### config.mk
export PLATFORM = sky130hd
export DESIGN_NAME = cfg_serial_port
export DESIGN_NICKNAME = d
export VERILOG_FILES = /design/src/rtl/cfg_serial_port.sv
export SDC_FILE = /design/constraint.sdc
export NUM_CORES = 1
export LEC_CHECK = 0
export CAP_MARGIN = 20
export CELL_PAD_IN_SITES_DETAIL_PLACEMENT = 1
export CELL_PAD_IN_SITES_GLOBAL_PLACEMENT = 2
export CORE_ASPECT_RATIO = 1.1
export CORE_UTILIZATION = 39
export CTS_BUF_LIST = sky130_fd_sc_hd__clkbuf_4
export CTS_CLUSTER_DIAMETER = 100
export DETAILED_ROUTE_END_ITERATION = 8
export MAX_ROUTING_LAYER = met4
export PLACE_DENSITY = 0.83
export SYNTH_ARGS = -nofsm -noshare
export SYNTH_HDL_FRONTEND = slang
export SYNTH_SLANG_ARGS = --single-unit
### constraint.sdc
create_clock -name clk -period 2.25 [get_ports clk]
set_clock_uncertainty 0.05 [all_clocks]
set_input_delay 0.45 -clock clk [delete_from_list [all_inputs] [get_ports clk]]
set_output_delay 0.45 -clock clk [all_outputs]
set_load 0.02 [all_outputs]
### src/rtl/cfg_serial_port.sv
module cfg_serial_port #(
  parameter int WORD_W      = 24,
  parameter int SYNC_STAGES = 2,
  parameter int PD_EDGES    = 2
) (
  input  logic        clk,
  input  logic        rst_n,
  input  logic        ser_clk,
  input  logic        ser_data,
  input  logic        ser_load,
  input  logic        ref_div_edge,
  input  logic [1:0]  rb_sel,
  output logic [13:0] ref_div,
  output logic [1:0]  abp_width,
  output logic        ld_precise,
  output logic [1:0]  bsc_div,
  output logic [12:0] fb_div,
  output logic [4:0]  out_div,
  output logic [2:0]  mux_sel,
  output logic        pd_polarity,
  output logic        cp_tristate,
  output logic        cp_gain,
  output logic        pd_active,
  output logic        cnt_hold,
  output logic [21:0] test_q,
  output logic [23:0] rb_word
);
  localparam int S  = SYNC_STAGES;
  localparam int EW = $clog2(PD_EDGES + 1);
  localparam logic [1:0] A_CTL = 2'b00, A_REF = 2'b01, A_FB = 2'b10, A_TST = 2'b11;

  logic [S:0] ck_sy, dt_sy, ld_sy;
  logic [WORD_W-1:0] shreg;
  logic [3:0][WORD_W-1:0] lat;
  logic cpg_q, pd_q, pd_wait;
  logic [EW-1:0] edge_cnt;

  always_ff @(posedge clk or negedge rst_n)
    if (!rst_n) begin
      ck_sy <= '0;
      dt_sy <= '0;
      ld_sy <= '0;
    end else begin
      ck_sy <= {ck_sy[S-1:0], ser_clk};
      dt_sy <= {dt_sy[S-1:0], ser_data};
      ld_sy <= {ld_sy[S-1:0], ser_load};
    end

  wire ck_rise = ck_sy[S-1] & ~ck_sy[S];
  wire ld_rise = ld_sy[S-1] & ~ld_sy[S];
  wire ld_ctl  = ld_rise && shreg[1:0] == A_CTL;
  wire ld_fb   = ld_rise && shreg[1:0] == A_FB;

  always_ff @(posedge clk or negedge rst_n)
    if (!rst_n) shreg <= '0;
    else if (ck_rise) shreg <= {shreg[WORD_W-2:0], dt_sy[S-1]};

  always_ff @(posedge clk or negedge rst_n)
    if (!rst_n) lat <= '0;
    else if (ld_rise) lat[shreg[1:0]] <= shreg;

  always_ff @(posedge clk or negedge rst_n)
    if (!rst_n) cpg_q <= 1'b0;
    else if (ld_ctl) cpg_q <= shreg[10];
    else if (ld_fb) cpg_q <= shreg[21];

  always_ff @(posedge clk or negedge rst_n)
    if (!rst_n) begin
      pd_q     <= 1'b0;
      pd_wait  <= 1'b0;
      edge_cnt <= '0;
    end else if (ld_ctl) begin
      if (!shreg[20]) begin
        pd_q    <= 1'b0;
        pd_wait <= 1'b0;
      end else if (!shreg[21]) begin
        pd_q    <= 1'b1;
        pd_wait <= 1'b0;
      end else begin
        pd_wait  <= 1'b1;
        edge_cnt <= '0;
      end
    end else if (pd_wait && ref_div_edge) begin
      if (edge_cnt == EW'(PD_EDGES - 1)) begin
        pd_q    <= 1'b1;
        pd_wait <= 1'b0;
      end else begin
        edge_cnt <= edge_cnt + 1'b1;
      end
    end

  assign ref_div     = lat[A_REF][15:2];
  assign abp_width   = lat[A_REF][17:16];
  assign ld_precise  = lat[A_REF][18];
  assign bsc_div     = lat[A_REF][21:20];
  assign out_div     = lat[A_FB][6:2];
  assign fb_div      = lat[A_FB][20:8];
  assign mux_sel     = lat[A_CTL][7:5];
  assign pd_polarity = lat[A_CTL][8];
  assign cp_tristate = lat[A_CTL][9];
  assign cp_gain     = cpg_q;
  assign pd_active   = pd_q;
  assign cnt_hold    = lat[A_CTL][4] | pd_q;
  assign test_q      = lat[A_REF][19] ? lat[A_TST][23:2] : '0;
  assign rb_word     = lat[rb_sel];

  AST_NO_LOAD_HOLD: assert property (@(posedge clk) disable iff (!rst_n)
    !ld_rise |=> $stable(ref_div) && $stable(fb_div) && $stable(mux_sel));
  AST_CPG_CTL: assert property (@(posedge clk) disable iff (!rst_n)
    ld_ctl |=> cp_gain == $past(shreg[10]));
  AST_CPG_FB: assert property (@(posedge clk) disable iff (!rst_n)
    ld_fb |=> cp_gain == $past(shreg[21]));
  AST_ASYNC_PD: assert property (@(posedge clk) disable iff (!rst_n)
    (ld_ctl && shreg[20] && !shreg[21]) |=> pd_active);
  AST_PD_CLEAR: assert property (@(posedge clk) disable iff (!rst_n)
    (ld_ctl && !shreg[20]) |=> !pd_active);
  AST_SYNC_EDGE: assert property (@(posedge clk) disable iff (!rst_n)
    ($rose(pd_active) && !$past(ld_ctl)) |-> $past(ref_div_edge));
endmodule

==> impl_results.md <==
- Vias per inst: 5.01
- Synthesized area: 5950 um^2
- TritonCTS clock tree: yes
- Type of origin of the critical path: flop
- Final Setup Violations: 0
- Pwr Density: 1010 nW/um^2
- Mux cell area share after synthesis: 30.6%
- Final min period: 2.21 ns
- Die Footprint: 15800 um^2
- Final Hold Fails: 0
- Run status: finished, final reports clean
- Dpl hpwl: 8750 um
- Pin count of the biggest net entering global routing: 125
- RSZ-0062 raised after global routing: true
- Worst slew pin tran: 0.656 ns
- Worst-path clk slew: 0.11 ns
- Synth Area per Inst: 15.3 um^2
- Synth Area in XOR/XNOR: 0%
- Hold WS: 0.227 ns
- Gate power share: 30.3%
- Switching share of power: 33.2%
- CP dominant cell by count: buf_6
- Remaining DRCs: 0
- Grt ovf: 0
- First-pass GRT wire length: 21700 um
- Vias: 3386
- Critical Setup Path Class: reg -> out
- Final ANT Viol Nets: 0
- Period utilization: 98.1%
- CTS Buf Count: 17
- Root Driver: clkbuf_4
- Antenna violations before repair: 1
- Sequential area share after synthesis: 56.0%
- # fillers: 1480
- Delay of the slowest critical-path stage: 0.47 ns
- Row cnt: 46
- Worst slew margin: 56.3%
- Layout Nets: 479
- DRT met1 WL: 5840 um
- CTS H-tree depth: 4
- Die X: 120 um
- Maximum vdd drop: 596 uV
- Post-synthesis adder-cell area fraction: 0.210%
- Cell family with most CP delay: multiplexers
- FF-to-FF Start: shreg[1]
- Min-delay worst type: in -> async
- Fin util: 48.5%
- Critical Path End Type: output port
- Synth Area in Simple Gates: 5.17%
- Drt pass-1 iters: 4
- Clock power share: 21.2%
- Top sig layer: met4
- Met2 WL: 6480 um
- Later-pin clock latency in the skew report: 0.54 ns
- TNS Setup: 0 ns
- Flops & latches, synth: 133
- Initial drt markers: 126
- Post-synthesis compound-gate area fraction: 0.589%
- Port Buffers: 98
- Warnings from Yosys: 0
- Buffers and inverters on the worst path: 2
- Drt wl/cell: 19.1 um
- Most frequent cells in the layout: dfrtp_1 (132), mux2_2 (107), clkdlybuf4s50_1 (48), mux4_2 (24), buf_2 (24)
- Max-slew violations: 0
- Seq pwr share: 48.6%
- Fmax: 0.453 GHz
- Chip height: 132 um
- Overall routing resource usage: 18.9%
- Number of global-route vias before repair: 3730
- Met3 routed WL: 429 um
- Placeable Area: 14700 um^2
- Unique masters post-synth: 27
- Syn Inst Count: 390
- Clock Path Buffers: 2
- Ports: 99
- Crit path cell chain: buf_6 > mux4_2 > buf_6
- Max_cap viols: 0
- GPL Wtd Cong: 0.745
- Final WL: 12900 um
- Slowest-stage cell, CP: mux4_2
- P&R area growth vs syn: 19.7%
- Share of layout cells above drive strength 1: 49.5%
- Syn nets: 399
- Switching Power: 0.00239 W
- Worst reg2reg setup slack: 0.39 ns
- RR Endpoint: ref_div[0]
- CP Max Fanout: 6
- Arr. time, crit path: 1.71 ns
- Largest family of logic cells by synthesized area: multiplexers
- Worst Reg-to-Reg Cells: 3
- Worst EP required: 1.75 ns
- P_leak: 3.32 nW
- Total power: 0.00721 W
- Initial Util: 40.5%
- Commonest non-fill, non-tap cell in the layout: dfrtp_1
- Internal: 0.00482 W
- CTS Sinks: 133
-- synth_stat cells (all sizes together) --
| library cell | number | area, um^2 |
|---|---|---|
| clkbuf | 6 | 22.5 |
| and2 | 23 | 144 |
| nor3b | 1 | 12.5 |
| dfrtp | 133 | 3330 |
| mux2 | 110 | 1240 |
| and4bb | 1 | 12.5 |
| nor2b | 5 | 31.3 |
| o22ai | 1 | 6.26 |
| or2 | 4 | 25.0 |
| a21oi | 1 | 5.00 |
| nand2 | 5 | 18.8 |
| inv | 2 | 7.51 |
| nand3 | 2 | 10.0 |
| o21ai | 3 | 15.0 |
| ha | 1 | 12.5 |
| nand3b | 1 | 7.51 |
| nor4b | 1 | 15.0 |
| nand4b | 1 | 15.0 |
| buf | 57 | 415 |
| nor2 | 1 | 3.75 |
| a2bb2oi | 1 | 8.76 |
| nand2b | 2 | 12.5 |
| mux2i | 4 | 40.0 |
| mux4 | 24 | 541 |
-- cell families (layout without fill, tap and decap cells) --
family / count (synthesis) / in the layout
muxes: 138 / 138
DFF: 133 / 133
buffers and inverters: 65 / 158
and+or+nand+nor: 47 / 47
AOI/OAI and AO/OA: 6 / 6
adders and majority gates: 1 / 1
other: 0 / 1
-- worst max-delay path by stage --
stage / startpoint / endpoint / slack (ns) / cells past startpoint
floorplan: rb_sel[0] / rb_word[0] / 0.22 / 3
global placement: rb_sel[1] / rb_word[19] / -0.41 / 4
detailed placement: rb_sel[1] / rb_word[19] / -0.42 / 4
CTS: lat[43] / rb_word[19] / -0.02 / 3
global route: lat[43] / rb_word[19] / -0.05 / 3
finish: lat[43] / rb_word[19] / 0.04 / 3
-- area by class of cell --
cell class	instances	area (um^2)	area share [%]
multi-input cells	192	2190	30.7
clock inverters	14	138	1.93
well taps	192	240	3.37
flip-flops and latches	133	3330	46.7
inverters	2	7.51	0.105
diodes	1	2.50	0.0351
repair buffers	124	1080	15.2
clock buffers	18	135	1.90
-- through the flow --
step	cells	cell area, um^2	worst slack [ns]
2_1_floorplan	390	5950	0.216
3_3_place_gp	635	6950	-0.408
3_5_place_dp	635	6950	-0.416
4_1_cts	671	7230	-0.0158
5_1_grt	676	7120	-0.0511
6_report	676	7120	0.0438
-- state kept, by name, indices dropped and copies added, names as in the netlist, 3 cells and up --
| register | cells |
|---|---|
| lat | 54 |
| shreg | 24 |
| ref_div | 14 |
| fb_div | 13 |
| out_div | 5 |
| ck_sy | 3 |
| ld_sy | 3 |
| mux_sel | 3 |
-- per-layer routing --
| layer | track usage [%] | up-vias |
|---|---|---|
| met2 | 29.0 | 77 |
| met5 | - | - |
| met3 | 4.73 | 10 |
| met1 | 24.2 | 1792 |
| met4 | 6.53 | 0 |
| li1 | - | 1507 |
-- timing repair --
action	in CTS	in global routing
endpoints found under the setup margin	47	27
hold buffers	1	0
resized for setup	129	30
hold endpoints to repair	9	0
buffers inserted	3	4
-- power by group through the flow --
stage,Sequential (W),Combinational [W],Clock (W)
5_1_grt,0.00361,0.00233,0.00169
3_3_place_gp,0.00352,0.00224,0
2_1_floorplan,0.00336,0.00164,0
4_1_cts,0.00351,0.00225,0.00160
3_5_place_dp,0.00356,0.00230,0
6_report,0.00350,0.00218,0.00153
(Power assumes the default switching activity.)
